===== src/rtl/mig_pkg.sv =====
package mig_pkg;
  typedef enum logic [1:0] {
    ST_RUN   = 2'd0,
    ST_DRAIN = 2'd1,
    ST_COPY  = 2'd2
  } mig_state_t;
endpackage


===== src/rtl/mig_trigger.sv =====
module mig_trigger #(
  parameter int CNT_W  = 18,
  parameter int TEMP_W = 8
) (
  input  logic              clk,
  input  logic              rst_n,
  input  logic              running,
  input  logic              restart,
  input  logic              mode_sensor,
  input  logic [CNT_W-1:0]  period_cfg,
  input  logic [CNT_W-1:0]  dwell_cfg,
  input  logic [TEMP_W-1:0] temp_act,
  input  logic [TEMP_W-1:0] thr_act,
  input  logic [TEMP_W-1:0] temp_idle,
  input  logic [TEMP_W-1:0] thr_idle,
  output logic              fire
);
  localparam logic [CNT_W-1:0] CNT_MAX = '1;

  logic [CNT_W-1:0] run_cnt;
  logic             period_hit;
  logic             sensor_hit;

  // cycles the active copy has spent running since the last handover
  always_ff @(posedge clk) begin
    if (!rst_n || restart) run_cnt <= '0;
    else if (running && run_cnt != CNT_MAX) run_cnt <= run_cnt + 1'b1;
  end

  always_comb begin
    period_hit = (period_cfg != '0) && (run_cnt >= period_cfg - 1'b1);
    sensor_hit = (run_cnt >= dwell_cfg) && (temp_act > thr_act) && (temp_idle < thr_idle);
    fire       = running && (mode_sensor ? sensor_hit : period_hit);
  end
endmodule


===== src/rtl/mig_copy_seq.sv =====
module mig_copy_seq #(
  parameter int WIDX_W = 6
) (
  input  logic              clk,
  input  logic              rst_n,
  input  logic              start,
  input  logic [WIDX_W-1:0] words_cfg,
  input  logic              copy_ready,
  output logic              copy_valid,
  output logic [WIDX_W-1:0] copy_idx,
  output logic              copy_done
);
  logic [WIDX_W-1:0] words_q;
  logic              last_word;

  assign last_word = (copy_idx == words_q - 1'b1);

  always_ff @(posedge clk) begin
    if (!rst_n) begin
      copy_valid <= 1'b0;
      copy_idx   <= '0;
      copy_done  <= 1'b0;
      words_q    <= '0;
    end else begin
      copy_done <= 1'b0;
      if (start) begin
        words_q  <= words_cfg;
        copy_idx <= '0;
        if (words_cfg == '0) copy_done  <= 1'b1;
        else                 copy_valid <= 1'b1;
      end else if (copy_valid && copy_ready) begin
        if (last_word) begin
          copy_valid <= 1'b0;
          copy_done  <= 1'b1;
        end else begin
          copy_idx <= copy_idx + 1'b1;
        end
      end
    end
  end
endmodule


===== src/rtl/mig_sat_cnt.sv =====
module mig_sat_cnt #(
  parameter int W = 8
) (
  input  logic         clk,
  input  logic         rst_n,
  input  logic         inc,
  output logic [W-1:0] value
);
  localparam logic [W-1:0] TOP = '1;

  always_ff @(posedge clk) begin
    if (!rst_n) value <= '0;
    else if (inc && value != TOP) value <= value + 1'b1;
  end
endmodule


===== src/rtl/migration_ctrl.sv =====
module migration_ctrl #(
  parameter int CNT_W  = 18,
  parameter int TEMP_W = 8,
  parameter int WIDX_W = 6,
  parameter int MCNT_W = 16
) (
  input  logic              clk,
  input  logic              rst_n,
  input  logic              mode_sensor,
  input  logic [CNT_W-1:0]  period_cfg,
  input  logic [CNT_W-1:0]  dwell_cfg,
  input  logic [TEMP_W-1:0] temp0,
  input  logic [TEMP_W-1:0] temp1,
  input  logic [TEMP_W-1:0] thresh0,
  input  logic [TEMP_W-1:0] thresh1,
  input  logic [WIDX_W-1:0] words_cfg,
  output logic              stall_req,
  input  logic              pipe_empty,
  output logic              copy_start,
  output logic              copy_valid,
  input  logic              copy_ready,
  output logic [WIDX_W-1:0] copy_idx,
  output logic              copy_done,
  output logic [1:0]        pwr_en,
  output logic              active_idx,
  output logic [MCNT_W-1:0] mig_count
);
  import mig_pkg::*;

  mig_state_t        st;
  logic              active_q;
  logic [1:0]        pwr_q;
  logic              start_q;
  logic              fire;
  logic              start_now;
  logic              finish_now;
  logic [TEMP_W-1:0] temp_act, temp_idle, thr_act, thr_idle;

  // per-copy readings routed by the active index
  always_comb begin
    temp_act   = active_q ? temp1   : temp0;
    temp_idle  = active_q ? temp0   : temp1;
    thr_act    = active_q ? thresh1 : thresh0;
    thr_idle   = active_q ? thresh0 : thresh1;
    start_now  = (st == ST_DRAIN) && pipe_empty;
    finish_now = (st == ST_COPY) && copy_done;
  end

  mig_trigger #(.CNT_W(CNT_W), .TEMP_W(TEMP_W)) u_trig (
    .clk(clk), .rst_n(rst_n),
    .running(st == ST_RUN), .restart(finish_now),
    .mode_sensor(mode_sensor), .period_cfg(period_cfg), .dwell_cfg(dwell_cfg),
    .temp_act(temp_act), .thr_act(thr_act),
    .temp_idle(temp_idle), .thr_idle(thr_idle),
    .fire(fire)
  );

  mig_copy_seq #(.WIDX_W(WIDX_W)) u_seq (
    .clk(clk), .rst_n(rst_n), .start(start_now), .words_cfg(words_cfg),
    .copy_ready(copy_ready), .copy_valid(copy_valid),
    .copy_idx(copy_idx), .copy_done(copy_done)
  );

  mig_sat_cnt #(.W(MCNT_W)) u_cnt (
    .clk(clk), .rst_n(rst_n), .inc(finish_now), .value(mig_count)
  );

  always_ff @(posedge clk) begin
    if (!rst_n) begin
      st       <= ST_RUN;
      active_q <= 1'b0;
      pwr_q    <= 2'b01;
      start_q  <= 1'b0;
    end else begin
      start_q <= start_now;
      unique case (st)
        ST_RUN:   if (fire) st <= ST_DRAIN;
        ST_DRAIN: if (pipe_empty) begin
          st    <= ST_COPY;
          pwr_q <= 2'b11;            // target up before any word moves
        end
        ST_COPY:  if (copy_done) begin
          st       <= ST_RUN;
          active_q <= ~active_q;
          pwr_q    <= active_q ? 2'b01 : 2'b10;  // source down after copy
        end
        default:  st <= ST_RUN;
      endcase
    end
  end

  assign stall_req  = (st != ST_RUN);
  assign copy_start = start_q;
  assign pwr_en     = pwr_q;
  assign active_idx = active_q;
endmodule


===== config.mk =====
export PLATFORM = sky130hd
export DESIGN_NAME = migration_ctrl
export DESIGN_NICKNAME = d
export VERILOG_FILES = /design/src/rtl/mig_pkg.sv /design/src/rtl/mig_trigger.sv /design/src/rtl/mig_copy_seq.sv /design/src/rtl/mig_sat_cnt.sv /design/src/rtl/migration_ctrl.sv
export SDC_FILE = /design/constraint.sdc
export NUM_CORES = 1
export LEC_CHECK = 0
export ABC_AREA = 1
export BUFFER_PORTS_ARGS = -buffer_cell sky130_fd_sc_hd__buf_2
export CORE_MARGIN = 2
export CORE_UTILIZATION = 25
export CTS_CLUSTER_DIAMETER = 100
export DETAILED_ROUTE_END_ITERATION = 16
export SYNTH_ARGS = -nofsm -noshare
export SYNTH_HDL_FRONTEND = slang
export SYNTH_SLANG_ARGS = --single-unit

===== constraint.sdc =====
create_clock -name clk -period 5.78 [get_ports clk]
set_clock_uncertainty 0.2 [all_clocks]
set_input_delay 0.578 -clock clk [delete_from_list [all_inputs] [get_ports clk]]
set_output_delay 0.578 -clock clk [all_outputs]
set_load 0.01 [all_outputs]

; ---- After elaboration in Yosys (flattened, before gate mapping)
; Cells that the tools add are included.
[totals]
regBits = 54
latchBits = 0
elab_cells = 76
ramBits = 0
memories = 0
in_bits = 79
out_inout_bits = 29
rom_bits = 0
[op_classes]
n_div = 0
addsub = 5
n_bitwise = 3
mul = 0
eq_ne = 9
n_mux = 21
reduce_logical = 24
shifts = 0
magnitude_cmp = 4
[ops]
columns = cell, n
row1 = 18-bit >= comparator, 2
row2 = 8-bit two-way mux, 4
row3 = 18-bit by 1-bit adder with 18-bit output (second input constant), 1
row4 = 18-bit inequality test (second input constant), 1
row5 = 18-bit nonzero test, 1
row6 = 18-bit by 1-bit subtractor with 18-bit output (second input constant), 1
row7 = 16-bit by 1-bit adder with 16-bit output (second input constant), 1
row8 = 16-bit inequality test (second input constant), 1
row9 = 2-bit two-way mux, 6
row10 = 1-bit logical AND, 9
row11 = 1-bit two-way mux, 9
row12 = 3-bit AND reduction, 3
row13 = 8-bit > comparator, 1
row14 = 8-bit < comparator, 1
row15 = 2-bit nonzero test, 4
row16 = 6-bit by 1-bit adder with 6-bit output (second input constant), 1
row17 = 6-bit equality test, 1
row18 = 6-bit logical NOT, 1
row19 = 2-bit inequality test (second input constant), 3
row20 = 2-bit case mux with 3 select lines, 1
row21 = 6-bit by 1-bit subtractor with 6-bit output (second input constant), 1
row22 = 2-bit case mux with 2 select lines, 1
row23 = 2-bit AND reduction, 2
row24 = 1-bit inverter, 3
row25 = 7 further kinds, 7

; ---- Longest topological paths before layout
[logic_depth]
ltp_word = 8
mapped_depth = 19
depth_no_buf = 19

; ---- By module
; From an unflattened synthesis, not the netlist that was laid out.
[hier_totals]
cells_unflattened = 853
area_unflattened_um2 = 5400.2
[modules_own_cells]
columns = mod, seq_area_each_um2, cells_each, area_each_um2, instances
row1 = mig_trigger, 360.3, 456, 2813.9, 1
row2 = mig_sat_cnt, 320.3, 149, 996.0, 1
row3 = mig_copy_seq, 280.3, 124, 865.8, 1
row4 = migration_ctrl, 120.1, 124, 724.4, 1

; ---- Worst setup path after synthesis
; Ideal clock, no wire load.
[synth_path]
path_kind = in2reg
startpoint = input period_cfg[0]
endpoint = register st[0]
path_buffers = 0
setup_time_ps = 64
cell_stages = 19
required_time_ps = 5516
arrival_ps = 2496
path_slack_ps = 3020
cell_sequence = inv_1 ha_1 nand3_1 nor2_2 nand2_1 nor3_1 xor2_1 inv_1 ha_1 nand2_1 nor2_1 nand3b_1 nor2_1 nor2_1 nand3_1 nand2_1 nand3_1 nand2_1 nor2_1
[synth_between]
elab_chain_len = 7
elab_cells_between_ends = 8
cone_classes = add/sub: 1 / order compare: 1 / eq/ne: 1 / mux: 1 / reduce/logical: 4
[synth_rtl]
columns = element, line_no
row1 = from (decl), migration_ctrl.sv:10  ; input logic [CNT_W-1:0] period_cfg,
row2 = 18-bit by 1-bit subtractor with 18-bit output, mig_trigger.sv:31  ; period_hit = (period_cfg != '0) && (run_cnt >= period_cfg - 1'b1);
row3 = 18-bit >= comparator, mig_trigger.sv:31
row4 = 1-bit logical AND *, mig_trigger.sv:31
row5 = 1-bit two-way mux *, mig_trigger.sv:33  ; fire = running && (mode_sensor ? sensor_hit : period_hit);
row6 = 1-bit logical AND *, mig_trigger.sv:33
row7 = 2-bit inequality test (no source line) *, n/a
row8 = 3-bit AND reduction (no source line) *, n/a
row9 = to (signal assigned), migration_ctrl.sv:70  ; st <= ST_RUN;
row10 = to (signal assigned), migration_ctrl.sv:77  ; ST_RUN: if (fire) st <= ST_DRAIN;
row11 = to (signal assigned), migration_ctrl.sv:79  ; st <= ST_COPY;
row12 = to (decl), migration_ctrl.sv:30  ; mig_state_t st;
; Mark *: on every way between the ends. The rest lies on a longest branch, timed or not.
; A chain may end at the register's enable or synchronous reset.

; ---- Worst setup path in the final report
[layout_path]
startpoint = register active_q, in the netlist active_idx
endpoint = register st[0]
[layout_between]
elab_chain_len = 8
elab_cells_between_ends = 12
cone_classes = order compare: 2 / eq/ne: 1 / mux: 5 / reduce/logical: 4
[layout_rtl]
columns = element, line_no
row1 = from (decl), migration_ctrl.sv:31  ; logic active_q;
row2 = from (signal assigned), migration_ctrl.sv:84  ; active_q <= ~active_q;
row3 = 8-bit two-way mux (on tied branches), "migration_ctrl.sv:41, migration_ctrl.sv:43"
row4 = 8-bit > comparator, mig_trigger.sv:32  ; sensor_hit = (run_cnt >= dwell_cfg) && (temp_act > thr_act) && (temp_idle < thr_idle);
row5 = 1-bit logical AND, mig_trigger.sv:32
row6 = 1-bit logical AND *, mig_trigger.sv:32
row7 = 1-bit two-way mux *, mig_trigger.sv:33
row8 = 1-bit logical AND *, mig_trigger.sv:33
row9 = 2-bit inequality test (no source line) *, n/a
row10 = 3-bit AND reduction (no source line) *, n/a
; Marked as above.

==> impl_results.md <==
- Hold Path Depth: 2
- Die span in x: between 100 and 150 µm
- Setup violation total in the final timing report: 0
- Peak supply drop: around 0.11 mV
- Cell variety after synth: 41
- Gate count of the mapped netlist: roughly 730
- Flops & latches, synth: between 50 and 60
- Total die area: ~20,000 µm²
- Net count after synthesis: 868
- Number of clock buffers inserted by TritonCTS: 5
- Cell chosen for the clock root: clkbuf_16
- Number of synthesized flops with an enable pin: 0
- Maximum root-to-sink buffer count: 2
- Post-CTS setup-driven buffer insertion count: 0
- Leading cell type in the layout, fill and taps excluded: nand2_1
- Type of the worst setup path: reg2reg
- Synth async-reset ratio: 0%
- Slew of the pin with the lowest slew margin: between 0.9 and 1 ns
- Initial core utilization: about a quarter
- Via count of the first global-routing pass: 4,332
- Final routed DRC violation total: 0
- Slew HR: ~36%
- Max cap viols: 0
- Biggest area consumer among synthesized cells: dfxtp_1
- Synth warnings: 0
- Violation count after the first detailed-route iteration: between 200 and 250
- Number of iterations in the first detailed-routing pass: 5
- Final TNS setup: 0 ns
- Top library cells by usage in the layout, fill and taps aside: nand2_1, buf_2, inv_1, nor2_1, ha_1
- Routability Congestion: between 0.8 and 0.9
- Launch point of the worst hold path: u_seq.words_q[5]$_SDFFE_PN0P_
- Dominant cell type by count on the critical path: nand3_1
- Post-layout min period: around 3.3 ns
- Worst flop-to-flop path endpoint: st[0]$_SDFFE_PN0P_
- Top cell family by delay on the critical path: flip-flops
- Floorplan core area: 18,800 µm²
- Clk sinks: 54
- Element type at the critical path start: flop
- Final count of pins violating max slew: 0
- Core Rows: 50
- RSZ-0062 raised after global routing: false
- Count of filler cells inserted in the layout: roughly 2,000
- Clock tree from TritonCTS: done
- Number of buffers and inverters on the critical path: 2
- Via density: roughly 4.4
- Crit path DAT: ~3.3 ns
- Number of standard cells in the final layout excluding fillers: 1,070
- Antenna violations before repair: 0
- Number of nets still failing antenna checks after routing: 0
- Ranking of synthesized cells by area: dfxtp_1, ha_1, nand2_1
- Cell with the largest stage delay on the worst path: dfxtp_1
- Worst hold-check path type: reg2reg
- Reg2Reg Launch Point: active_idx$_SDFFE_PN0P_
- Most used DFF post-synth: dfxtp_1
- Number of buffers inserted for hold repair after clock tree synthesis: 0
- Static leakage power: roughly 2.7 nW
- Number of cell instances on the worst register-to-register path: 12
- Share of cells above drive strength 1: approximately 17%
- Worst hold endpoint: u_seq.words_q[5]$_SDFFE_PN0P_
- Total routed wirelength: roughly 12,000 µm
- Gr usage total: about 12%
- Nets: just under 1,000
- Share of Yosys cell area claimed by the top area cell type: a little under a quarter
- Post-DP HPWL: between 9000 and 10,000 µm
- Final Hold Vio Count: 0
- Pin count of the biggest net entering global routing: 35
- Kind of end point of the critical path: flop
- Power density normalized to cell area: about 140 nW/µm²
- Maximum operating frequency: about 310 MHz
- Number of gates resized after cts: 0
- Average cell area after synthesis: roughly 6.5 µm²
- Minimum setup slack among reg-to-reg paths: roughly 2.5 ns
- Post-synthesis cell area: 4780 µm²
- Quantity of I/O buffers inserted on ports: between 100 and 150
- CTS HTree Levels: 2
- Critical-path maximum fanout: 34
- Synth-to-Final Area Change: 19.3%
- Post-CTS clock slew at the launch and capture registers of the worst setup and hold paths: 0.08 ns
- Die Ht: about 140 µm
- Fraction of the core area covered by cells at the end of the flow: 30.4%
- Diodes inserted: 0
- Global-route wire length before repair: between 20,000 and 25,000 µm
- Stage delay of the slowest cell on the critical path: 0.95 ns
- Vias post-DR: 4,755
- GRT overflow: 0
- Source-to-sink clock delay at the later pin of the worst-skew pair: 0.29 ns
- Fraction of the yosys area taken by sequential cells: a little under a quarter
- Ports: around 110
- Worst-path cell chain: inv_1, o21ai_0, ha_1, nand2_1, inv_1, a21oi_1, nand3_1, a21oi_1, nand3_1, nand3_1, nand2_1, nor2_1
- Status: finished clean
- Post-route fraction of the period consumed by the critical path: 56.5%
- Placed Cells incl. Taps: around 1,100
- Crit path required time: between 5 and 6 ns
- Wirelength per Cell: 11.3 µm
==> cells by family (layout without fill, tap and decap cells) <==
family	count (synthesis)	count (layout)	synth area share, %
and+or+nand+nor	341	341	32.3
buffers and inverters	123	226	9.99
AOI/OAI and AO/OA	119	119	13.2
adders and majority gates	56	56	14.6
DFF	54	54	22.6
xor gates and xnor gates	40	40	7.32
==> layer usage <==
metal  wire [µm]  GRT usage, %  share of wire, %
met5           0             0                 0
met4          97          2.24              0.80
met3         451          1.55               3.7
met2        5560          20.2                46
met1        5970          16.7                49
==> area by class of cell <==
type / count / area [µm²] / share of cell area, %
Clock inverter: 2 / 16.3 / 0.285
Sequential cell: 54 / 1080 / 18.9
Clock buffer: 6 / 139 / 2.43
Multi-Input combinational cell: 556 / 3220 / 56.5
Timing Repair Buffer: 107 / 536 / 9.38
Inverter: 111 / 419 / 7.34
Tap cell: 234 / 293 / 5.13
==> sequential cells by signal, indices dropped and copies added (netlist names) <==
| signal | cells |
|---|---|
| u_seq.copy_idx | 6 |
| u_seq.copy_valid | 1 |
| pwr_en | 2 |
| u_seq.copy_done | 1 |
| u_seq.words_q | 6 |
| u_cnt.value | 16 |
| u_trig.run_cnt | 18 |
| copy_start | 1 |
| active_idx | 1 |
| st | 2 |
==> cells in the mapped netlist (all sizes together), types with 5 or more instances <==
master  number
ha          56
inv        110
nand3       45
nor2        63
nand2      189
nand4       11
clkbuf       8
nor4         5
xor2        19
o21ai       55
nor3        20
dfxtp       54
xnor2       21
a21oi       54
==> worst max-delay path by stage <==
| stage | from | endpoint | slack (ns) | cells past startpoint |
|---|---|---|---|---|
| finish | active_idx$_SDFFE_PN0P_ | st[0]$_SDFFE_PN0P_ | 2.52 | 12 |
| global route | active_idx$_SDFFE_PN0P_ | st[0]$_SDFFE_PN0P_ | 1.98 | 12 |
| CTS | active_idx$_SDFFE_PN0P_ | st[0]$_SDFFE_PN0P_ | 2.49 | 12 |
| detailed placement | active_idx$_SDFFE_PN0P_ | st[0]$_SDFFE_PN0P_ | 2.52 | 12 |
| global placement | active_idx$_SDFFE_PN0P_ | st[0]$_SDFFE_PN0P_ | 2.57 | 12 |
| floorplan | period_cfg[0] | st[0]$_SDFFE_PN0P_ | 3.02 | 19 |
==> power breakdown <==
| group | switching, mW | leakage (nW) | internal [mW] |
|---|---|---|---|
| Sequential | 0.00262 | 0.435 | 0.374 |
| Clock | 0.142 | 0.0735 | 0.174 |
| Combinational | 0.0704 | 2.18 | 0.0530 |
| Total | 0.215 | 2.68 | 0.601 |
==> worst register-to-register path, stage by stage (launching register included) <==
cell,delay [ns]
dfxtp_1,0.95
inv_1,0.64
o21ai_0,0.33
ha_1,0.28
nand2_1,0.09
inv_1,0.05
a21oi_1,0.13
nand3_1,0.08
a21oi_1,0.15
nand3_1,0.10
nand3_1,0.07
nand2_1,0.05
nor2_1,0.07
==> through the flow <==
stage,hold slack [ns],total power [mW],instance area (µm²),setup WS (ns)
after CTS,0.277,0.829,5710,2.49
after global placement,0.268,0.509,5550,2.57
after global routing,0.298,0.864,5710,1.98
after detailed placement,0.266,0.509,5550,2.52
final,0.278,0.816,5710,2.52
after floorplan,0.237,0.457,4780,3.02
No activity file was read; power rests on OpenSTA's default activity.
